### src/rtl/vgrp_locator.sv
module vgrp_locator #(
  parameter int VLEN = 32,
  parameter int NREG = 32,
  parameter int IDXW = 8,
  localparam int RW   = $clog2(NREG),
  localparam int VLOG = $clog2(VLEN),
  localparam int PW   = IDXW + VLOG + 8
) (
  input  logic            clk,
  input  logic            rst_n,
  input  logic            cfg_we,
  input  logic [1:0]      cfg_sew,
  input  logic [2:0]      cfg_lmul,
  input  logic [1:0]      op_role,
  input  logic [RW-1:0]   op_base,
  input  logic [IDXW-1:0] op_idx,
  output logic [2:0]      eew_log,
  output logic [2:0]      emul_log,
  output logic [RW-1:0]   reg_num,
  output logic [VLOG-1:0] bit_off,
  output logic            illegal
);

  logic [1:0]    sew_q;
  logic [2:0]    lmul_q;
  logic          dbl;
  logic [3:0]    emul_w;
  logic [PW-1:0] pos, pos_end, grp_bits;
  logic [RW:0]   grp_regs, grp_top;
  logic          bad_code, bad_size, bad_align, bad_fit;

  always_ff @(posedge clk or negedge rst_n)
    if (!rst_n) begin
      sew_q  <= 2'd0;
      lmul_q <= 3'd0;
    end else if (cfg_we) begin
      sew_q  <= cfg_sew;
      lmul_q <= cfg_lmul;
    end

  assign dbl      = (op_role == 2'd1) || (op_role == 2'd2);
  assign eew_log  = {1'b0, sew_q} + {2'b00, dbl};
  assign emul_w   = {1'b0, lmul_q} + {3'b000, dbl};
  assign emul_log = emul_w[2:0];

  assign pos      = PW'(op_idx) << (eew_log + 3'd3);
  assign pos_end  = pos + (PW'(8) << eew_log);
  assign grp_bits = PW'(VLEN) << emul_w;
  assign grp_regs = (RW+1)'(1) << emul_w;
  assign grp_top  = {1'b0, op_base} + grp_regs;

  assign bad_code  = (op_role == 2'd3) || (lmul_q > 3'd3);
  assign bad_size  = (emul_w > 4'd3) || (eew_log > 3'd3);
  assign bad_align = ((op_base & (grp_regs[RW-1:0] - 1'b1)) != '0) || (grp_top > (RW+1)'(NREG));
  assign bad_fit   = pos_end > grp_bits;
  assign illegal   = bad_code | bad_size | bad_align | bad_fit;

  assign reg_num = op_base + RW'(pos >> VLOG);
  assign bit_off = pos[VLOG-1:0];

  p_ratio_r3: assert property (@(posedge clk) disable iff (!rst_n)
    !illegal |-> ((eew_log - emul_log) == ({1'b0, sew_q} - lmul_q)));

  p_limit_r4: assert property (@(posedge clk) disable iff (!rst_n)
    !illegal |-> (emul_log <= 3'd3) && (eew_log <= 3'd3));

  p_align_r5: assert property (@(posedge clk) disable iff (!rst_n)
    !illegal |-> ((int'(op_base) % (1 << emul_log)) == 0) &&
                 (int'(op_base) + (1 << emul_log) <= NREG));

  p_inside_r7: assert property (@(posedge clk) disable iff (!rst_n)
    !illegal |-> (int'(reg_num) - int'(op_base) < (1 << emul_log)) &&
                 ((int'(bit_off) % (8 << eew_log)) == 0));

  p_hold_r8: assert property (@(posedge clk) disable iff (!rst_n)
    !cfg_we |=> $stable(sew_q) && $stable(lmul_q));

  p_load_r8: assert property (@(posedge clk) disable iff (!rst_n)
    cfg_we |=> (sew_q == $past(cfg_sew)) && (lmul_q == $past(cfg_lmul)));

  p_reserved_r9: assert property (@(posedge clk) disable iff (!rst_n)
    ((op_role == 2'd3) || (lmul_q > 3'd3)) |-> illegal);

endmodule

### config.mk
export PLATFORM = sky130hd
export DESIGN_NAME = vgrp_locator
export DESIGN_NICKNAME = d
export VERILOG_FILES = /design/src/rtl/vgrp_locator.sv
export SDC_FILE = /design/constraint.sdc
export NUM_CORES = 1
export LEC_CHECK = 0
export BUFFER_PORTS_ARGS = -buffer_cell sky130_fd_sc_hd__buf_2
export CORE_ASPECT_RATIO = 0.9
export CORE_MARGIN = 2
export CORE_UTILIZATION = 44
export CTS_CLUSTER_SIZE = 8
export DETAILED_ROUTE_END_ITERATION = 8
export PLACE_DENSITY = 0.75
export REMOVE_ABC_BUFFERS = 1
export SLEW_MARGIN = 10
export SYNTH_ARGS = -nofsm -noshare
export SYNTH_HDL_FRONTEND = slang
export SYNTH_SLANG_ARGS = --single-unit
### constraint.sdc
create_clock -name clk -period 11.8 [get_ports clk]
set_input_delay 2.36 -clock clk [delete_from_list [all_inputs] [get_ports clk]]
set_output_delay 2.36 -clock clk [all_outputs]
set_load 0.05 [all_outputs]
Word-level counts from Yosys, hierarchy flattened
Cells that the tools add are included.
- register bits: 5
- bits in latches: 0
- bits in writable memories: 0
- memory bits (read-only): 0
- memories kept: 0
- add/sub/neg operators: 7
- multiply operators: 0
- divide/modulo/power cells: 0
- magnitude comparators: 5
- equality and inequality tests: 3
- shift-type cells: 4
- multiplexer cells: 0
- bitwise logic cells: 4
- reduce and logical (&&, ||, !) cells: 5
- operators with widths (operator ; count):
    21-bit adder ; 1
    21-bit greater-than comparator ; 1
    4-bit by 3-bit left shift with 21-bit output (first input constant) ; 1
    6-bit by 4-bit left shift with 21-bit output (first input constant) ; 1
    8-bit by 3-bit left shift with 21-bit output ; 1
    5-bit by 6-bit adder with 6-bit output ; 1
    3-bit by 2-bit greater-than comparator with 1-bit output (second input constant) ; 2
    6-bit greater-than comparator (second input constant) ; 1
    1-bit by 4-bit left shift with 6-bit output (first input constant) ; 1
    5-bit adder ; 1
    5-bit bitwise AND ; 1
    5-bit nonzero test ; 1
    5-bit by 1-bit subtractor with 5-bit output (second input constant) ; 1
    3-bit by 1-bit adder with 4-bit output ; 1
    2-bit == test (second input constant) ; 2
    4-bit by 2-bit greater-than comparator with 1-bit output (second input constant) ; 1
    1-bit logical OR ; 4
    2-bit by 1-bit adder with 3-bit output ; 1
    3-bit by 2-bit adder with 3-bit output (second input constant) ; 1
    1-bit bitwise OR ; 3
    2-bit by 1-bit == test with 1-bit output (second input constant) ; 1

Depth between registers and ports, before layout
Gate-level depths: netlist of run 1.
- word-level depth: 10
- mapped depth: 25
- gate-level depth less buffers: 23

Worst setup path before layout of run 1
No wires, ideal clock.
- path kind: input to output
- start: input port op_role[0]
- end: output port illegal
- data arrival time: 8189 ps
- path slack: 1251 ps
- stages on the path: 23
- cell sequence: ha_1 > ha_1 > buf_2 > clkinv_1 > fa_1 > mux2_2 > nand2b_1 > a21boi_0 > a221oi_1 > ha_1 > clkbuf_1 > nand2_1 > nor4_1 > o211ai_1 > o211a_1 > nor3_1 > nor3b_2 > ha_1 > nand3_1 > nor3_1 > nand4_1 > or3_1 > a311o_1
- RTL lines (item ; line ; text):
    start: declaration ; 14 ; input logic [1:0] op_role,
    2-bit by 1-bit == test with 1-bit output or 2-bit == test (tied branches) ; 41 ; assign dbl = (op_role == 2'd1) || (op_role == 2'd2);
    1-bit logical OR (*) ; 41 ;
    2-bit by 1-bit adder with 3-bit output (*) ; 42 ; assign eew_log = {1'b0, sew_q} + {2'b00, dbl};
    net eew_log[0] ; 17 ; output logic [2:0] eew_log,
    3-bit by 2-bit adder with 3-bit output or 3-bit by 2-bit greater-than comparator with 1-bit output (tied branches) ; 46, 53 ;
    8-bit by 3-bit left shift with 21-bit output or 1-bit logical OR (tied branches) ; 46, 53 ;
    21-bit adder or 1-bit bitwise OR (tied branches) ; 47, 56 ;
    21-bit greater-than comparator or 1-bit bitwise OR (tied branches) ; 55, 56 ;
    1-bit bitwise OR (*) ; 56 ; assign illegal = bad_code | bad_size | bad_align | bad_fit;
    end: declaration ; 21 ; output logic illegal
The timed path passes the listed nets; every way through them passes the cells marked *.

Worst setup path after layout of run 1
- start: input port op_role[0]
- end: output port illegal
- word-level cells in the longest chain between the ends: 10
- RTL lines (item ; line):
    branches (longest 9 deep; another with 21-bit adder) ; --
    1-bit bitwise OR (*) ; 56
Mark *: on every way between the ends.

==> reports/results.ini, run 1 <==
[timing]
clock_skew_ps=0
max_slew.worst_pin.slew_ps=655
relSlewSlack_pct=56.3
report.final.setup_viol=0
layout_worst_path_cycle_share_pct=89.1
final_max_tran_viols=0
final-hold-violation-count=0
fin_setup_tns_ps=0
min_period_ps=10510
maxClockFrequency_ghz=0.0951
setup_repair_after_global_routing_missed_its_margin=false

[drt]
dr_wl_met3_um=347
route.detailed.vias_per_inst=5.85
detail_route.wirelength.met1_um=2840
vias=2298
antenna_violating_nets_post_route=0
dr_wl_met2_um=2830
drt_pass1_iterations=5
drt_iter0_markers=144
drcViolationCount=0
highest-signal-layer=met4
routed_wire_length_per_instance_um=15.5
drt-total-wl_um=6100

[power_and_ir_drop]
pwr-share-seq_pct=4.8
power-per-cell-area_nw_per_um2=173
power.internal_uw=181
share_comb_of_total_power_pct=88.0
clockPowerShare_pct=7.2
p_sw_share_pct=58.6
design_power_total_uw=436
leakage_power_nw=1.22
vdd_ir_drop_max_v=0.000150
p_switching_uw=256

[critical_path]
worstSetupEndpointType=output pin
cp-startpoint=op_role[0]
critPathArrivalTime_ps=8150
ff2ff_setup_slack_ps=10930
critical_path.endpoint=illegal
timing.rr.end=lmul_q[2]$_DFFE_PN0P_
crit_path_start_kind=primary input
r2r.worst_path.cells=1
reg2reg_from=lmul_q[2]$_DFFE_PN0P_
critical_path_required_ps=9440
path_class=in -> out
crit_path_max_fanout=8

[synthesis]
netlist_top_cells_area=ha_1 22%, dfrtp_1 5.6%, nand2_1 5.2%, mux2_2 5.0%, xor2_1 3.9%
synth-compound-area-share_pct=23.1
synth_common_cells=39 x ha_1, 31 x nand2_1, 23 x nor2_1
mappedNetlistArea_um2=2230
netlist_instances=292
netlist.top_cell.by_area=ha_1
synth.yosys.warnings=0
syn-mean-instance-area_um2=7.65
synth.most_common_cell=ha_1
postSynthRegisterBits=5
post-synth-top-area-fraction_pct=21.8
largest_family_of_logic_cells_by_synthesized_area=adder cells
synth-async-reset-ratio_pct=100
post_synth_xor_xnor_area_pct=7.45
synth_edf_count=0
sequential_cell_area_fraction_in_the_yosys_report_pct=5.60
synth.mux.area_fraction_pct=11.4
synth_simple_gate_area_share_pct=21.6
yosys_most_used_dff=dfrtp_1
synth.lib_cells_used.distinct=54
synthAdderAreaFrac_pct=25.4

[clock_tree]
cts_resized=0
cts_tree=done
postCtsSetupBuffers=0
cts_hold_buffers=0
clkSinkCount=5
clock_path_buffers=2
clock-root-buffer=clkbuf_8
cts-htree-levels=1
cts_made_buffers=3
clkTransAtPathRegs_ps=40
clk_latency_ps=220

[grt]
grt_antenna_before_repair=0
grt_overflow=0
vias_in_the_first_global_route=2143
grt_start_max_net_pins=23
track_usage_pct=22.1
wire_length_of_the_first_global_routing_pass_um=10000

[cells_and_area]
layout-drive-gt1-share_pct=17.7
insertedDiodeCount=0
area_growth_pct=13.0
final_nets=395

[die]
pin_count=40
fp.coreArea_um2=4860
chipWidth_um=79.1
full_die_area_um2=5660
placementRows=24
fp.dieH_um=71.6
initial_core_utilization_pct=45.9

[status]
run_status=complete, no violations

[place]
finalWeightedCongestion=0.948
port_buffers=39
hpwl_um=5110

[hold_path]
worst_hold_path_type=reg -> reg
min_delay_path_depth=1

[job]
timing.max_cap.violations=0

## worst min-delay path by stage
stage,startpoint,endpoint,slack (ps)
after floorplan,lmul_q[0]$_DFFE_PN0P_,lmul_q[0]$_DFFE_PN0P_,490
after global routing,lmul_q[0]$_DFFE_PN0P_,lmul_q[0]$_DFFE_PN0P_,550
after detailed placement,sew_q[0]$_DFFE_PN0P_,sew_q[0]$_DFFE_PN0P_,520
after global placement,sew_q[0]$_DFFE_PN0P_,sew_q[0]$_DFFE_PN0P_,510
after CTS,lmul_q[0]$_DFFE_PN0P_,lmul_q[0]$_DFFE_PN0P_,540
final,sew_q[0]$_DFFE_PN0P_,sew_q[0]$_DFFE_PN0P_,540
## registers in the layout (all words and copies together) (netlist names)
register	count
lmul_q	3
sew_q	2
## power groups by stage
| stage | clock (mW) | combinational, mW | sequential [mW] |
|---|---|---|---|
| after floorplan | 0 | 0.297 | 0.0205 |
| after global placement | 0 | 0.374 | 0.0210 |
| after detailed placement | 0 | 0.380 | 0.0211 |
| after CTS | 0.0328 | 0.383 | 0.0209 |
| after global routing | 0.0339 | 0.422 | 0.0213 |
| final | 0.0316 | 0.384 | 0.0209 |
## stage by stage
stage | cells | hold slack, ps | setup WS, ps | utilization (%) | cell area [µm²]
2_1_floorplan | 284 | 487 | 1010 | - | 2190
3_3_place_gp | 389 | 514 | 1610 | 51.0 | 2480
3_5_place_dp | 389 | 519 | 1370 | 51.0 | 2480
4_1_cts | 393 | 541 | 1350 | 51.9 | 2520
5_1_grt | 393 | 550 | 858 | 51.9 | 2520
6_report | 393 | 541 | 1290 | 51.9 | 2520
## cell usage in the layout, fill, tap and decap left out, drive strengths merged, types with 7 or more instances in the layout
master	Yosys	routed
a21oi	14	14
a31oi	7	7
buf	4	40
ha	39	39
inv	21	21
mux2	11	11
nand2	31	31
nand2b	7	7
nor2	23	23
o21a	7	7
o21ai	15	15
xnor2	9	9
xor2	10	10
## cell families after synthesis
group                      after synthesis
and+or+nand+nor                         98
xor gates and xnor gates                19
muxes                                   20
adders and majority gates               43
DFF                                      5
AOI/OAI and AO/OA                       77
buffers and inverters                   30
## routing by layer
layer  GRT usage, %  vias up
li1               -     1142
met2           36.0       87
met4           7.09        0
met3           2.77       10
met1           30.5     1059
met5              0        -
## worst max-delay path: stages
cell and delay [ps]:
buf_2 100, ha_1 330, ha_1 310, clkinv_1 230
fa_1 700, mux2_2 400, nand2b_1 150, a21boi_0 160
a221oi_1 100, ha_1 440, nand2_1 100, nor4_1 380
o211ai_1 180, o211a_1 270, nor3_1 180, nor3b_2 70
ha_1 340, nand3_1 110, nor3_1 190, nand4_1 140
or3_1 330, a311o_1 360, buf_2 210
## layout make-up
type,instances,area (µm²)
Tap cell,65,81.3
Fill cell,495,2340
Sequential cell,5,125
Timing Repair Buffer,40,203
Clock buffer,4,45.0
Multi-Input combinational cell,257,1990
Inverter,22,82.6
(Power assumes the default switching activity.)
==> run 2, diff against run 1 <==
--- a/config.mk
+++ b/config.mk
@@ -7,7 +7,6 @@
 export LEC_CHECK = 0
 export BUFFER_PORTS_ARGS = -buffer_cell sky130_fd_sc_hd__buf_2
 export CORE_ASPECT_RATIO = 0.9
-export CORE_MARGIN = 2
 export CORE_UTILIZATION = 44
 export CTS_CLUSTER_SIZE = 8
 export DETAILED_ROUTE_END_ITERATION = 8
==> constraint.sdc (replaced) <==
create_clock -name clk -period 10.13 [get_ports clk]
set_input_delay 2.026 -clock clk [delete_from_list [all_inputs] [get_ports clk]]
set_output_delay 2.026 -clock clk [all_outputs]
set_load 0.05 [all_outputs]
==> run 2 against run 1 <==
- first-iteration DRC count fell by 4.9%
- critical endpoint unchanged
- sequential share of layout area barely moved
- die area fell by 5.3%
- largest cell class unchanged
- via count fell by 1.0%
- register-to-register slack got worse by 1700 ps
==> reports/results.ini, run 2 (same netlist as run 1, synthesis figures left out) <==
[die]
full_die_area_um2=5370  ; -5.3%
initial_core_utilization_pct=45.9  ; unchanged
pin_count=40  ; unchanged
placementRows=24  ; unchanged
fp.dieH_um=69.6  ; -2.8%
chipWidth_um=77.1  ; -2.5%
fp.coreArea_um2=4860  ; unchanged

[drt]
vias=2275  ; -1.0%
drcViolationCount=0  ; unchanged
drt_iter0_markers=137  ; -4.9%
route.detailed.vias_per_inst=5.76  ; -1.5%
drt_pass1_iterations=4  ; -1
antenna_violating_nets_post_route=0  ; unchanged
drt-total-wl_um=5920  ; -3.0%
routed_wire_length_per_instance_um=15.0  ; -3.5%

[power_and_ir_drop]
power-per-cell-area_nw_per_um2=201  ; +16%
vdd_ir_drop_max_v=0.000111  ; -26%
leakage_power_nw=1.23  ; +0.79%

[clock_tree]
postCtsSetupBuffers=0  ; unchanged
clkSinkCount=5  ; unchanged
cts_hold_buffers=0  ; unchanged
clock_path_buffers=2  ; unchanged
clkTransAtPathRegs_ps=30  ; about the same
cts-htree-levels=1  ; unchanged
cts_tree=done
clock-root-buffer=clkbuf_8
clk_latency_ps=220  ; about the same
cts_made_buffers=3  ; unchanged
cts_resized=0  ; unchanged

[grt]
global_route.peak_usage_layer=met2
met1_usage_pct=33.5  ; +3.0 points
grt_antenna_before_repair=0  ; unchanged
wire_length_of_the_first_global_routing_pass_um=10100  ; +0.35%
vias_in_the_first_global_route=2101  ; -2.0%
track_usage_pct=23.5  ; +1.4 points
grt_overflow=0  ; unchanged
met3_layer_usage_reported_by_global_route_pct=2.50  ; -0.27 points
grtUsageMet2_pct=37.5  ; +1.5 points
grt_start_max_net_pins=23  ; unchanged

[critical_path]
worst_path_dominant_cell_family=adder cells
critical_path_required_ps=8100  ; -1340 ps
crit_path_max_fanout=7  ; -1
crit_slowest_cell=fa_1
crit_top_cell=ha_1
crit_path_start_kind=primary input
worstSetupEndpointType=output pin
path_class=in -> out
biggest_cell_delay_along_the_critical_path_ps=660  ; -40 ps
crit_chain=buf_2 > ha_1 > ha_1 > clkinv_1 > fa_1 > mux2_2 > nand2b_1 > a21boi_0 > a221oi_1 > ha_1 > nand2_1 > nor4_1 > o211ai_1 > o211a_1 > nor3_1 > nor3b_2 > ha_1 > nand3_1 > nor3_1 > nand4_1 > or3_1 > a311o_1 > buf_2
ff2ff_setup_slack_ps=9250  ; -1680 ps
cp-startpoint=op_role[0]
buf_inv_on_cp=3  ; unchanged
reg2reg_from=lmul_q[2]$_DFFE_PN0P_
critPathArrivalTime_ps=7520  ; -630 ps

[cells_and_area]
area_growth_pct=13.7
number_of_fillers_in_the_final_layout=488  ; -1.4%
final_std_cells_w_o_fill=395  ; +0.51%
final_nets=397  ; +0.51%
insertedDiodeCount=0  ; unchanged
layout_common_cells=39 x ha_1, 39 x buf_2, 31 x nand2_1, 23 x nor2_1, 21 x inv_1
number_of_flip_flops_under_the_largest_register_name=3  ; unchanged
seq_area_um2=125  ; unchanged
area_of_the_multi_input_gates_um2=1990  ; unchanged
biggestRegsByFlops=lmul_q x3, sew_q x2
max_flop_register=lmul_q
layout-drive-gt1-share_pct=18.2  ; +0.50 points

[timing]
maxClockFrequency_ghz=0.105
fin_setup_tns_ps=0  ; unchanged
layout_worst_path_cycle_share_pct=94.3
relSlewSlack_pct=62.6  ; +6.3 points
final-hold-violation-count=0  ; unchanged
finalWorstSetupSlack_ps=581  ; -704 ps
max_slew.worst_pin.slew_ps=561  ; -94.3 ps
clock_skew_ps=0  ; unchanged
setup_repair_after_global_routing_missed_its_margin=false
final_max_tran_viols=0  ; unchanged
report.final.setup_viol=0  ; unchanged
min_period_ps=9550
whs_ps=516  ; -25.6 ps

[hold_path]
min-delay-start=sew_q[0]$_DFFE_PN0P_
worst_hold_path_type=reg -> reg

[place]
finalWeightedCongestion=0.920  ; -2.9%
placedCellCount=391  ; +0.51%
port_buffers=39  ; unchanged
hpwl_um=4900  ; -4.1%
preCtsSetupSlack_ps=638  ; -730 ps

[job]
timing.max_cap.violations=0  ; unchanged

[status]
run_status=complete, no violations

==> run 2: final cells by class <==
class                           count  share of cell area [%]
Sequential cell                     5                    4.93
Timing Repair Buffer               42                    8.58
Tap cell                           65                    3.20
Inverter                           22                    3.25
Multi-Input combinational cell    257                    78.3
Clock buffer                        4                    1.77
==> run 2: through the flow <==
| step | total power [mW] | cell area (µm²) | utilization [%] |
|---|---|---|---|
| after floorplan | 0.370 | 2190 | - |
| after global placement | 0.464 | 2490 | 51.3 |
| after detailed placement | 0.466 | 2490 | 51.3 |
| after CTS | 0.507 | 2540 | 52.2 |
| after global routing | 0.558 | 2540 | 52.2 |
| final | 0.510 | 2540 | 52.2 |
==> run 2: power breakdown <==
part           total [mW]  internal (mW)  switching, mW  leakage (nW)
Sequential         0.0244         0.0221        0.00230        0.0589
Clock              0.0369         0.0270        0.00991        0.0228
Combinational       0.449          0.162          0.287          1.15
==> run 2: per-layer routing <==
layer / wire length, µm / vias up
met3: 280 / 8
met5: 0 / -
met1: 2820 / 1059
met4: 91 / 0
met2: 2720 / 64
li1: - / 1144
==> run 2: worst paths after layout <==
kind                                         end  cells after the start
max in group asynchronous  lmul_q[1]$_DFFE_PN0P_                      1
min reg2reg                 sew_q[0]$_DFFE_PN0P_                      1
min in group asynchronous   sew_q[0]$_DFFE_PN0P_                      1
max reg2reg                lmul_q[2]$_DFFE_PN0P_                      1
max                                      illegal                     23
min                         sew_q[0]$_DFFE_PN0P_                      1
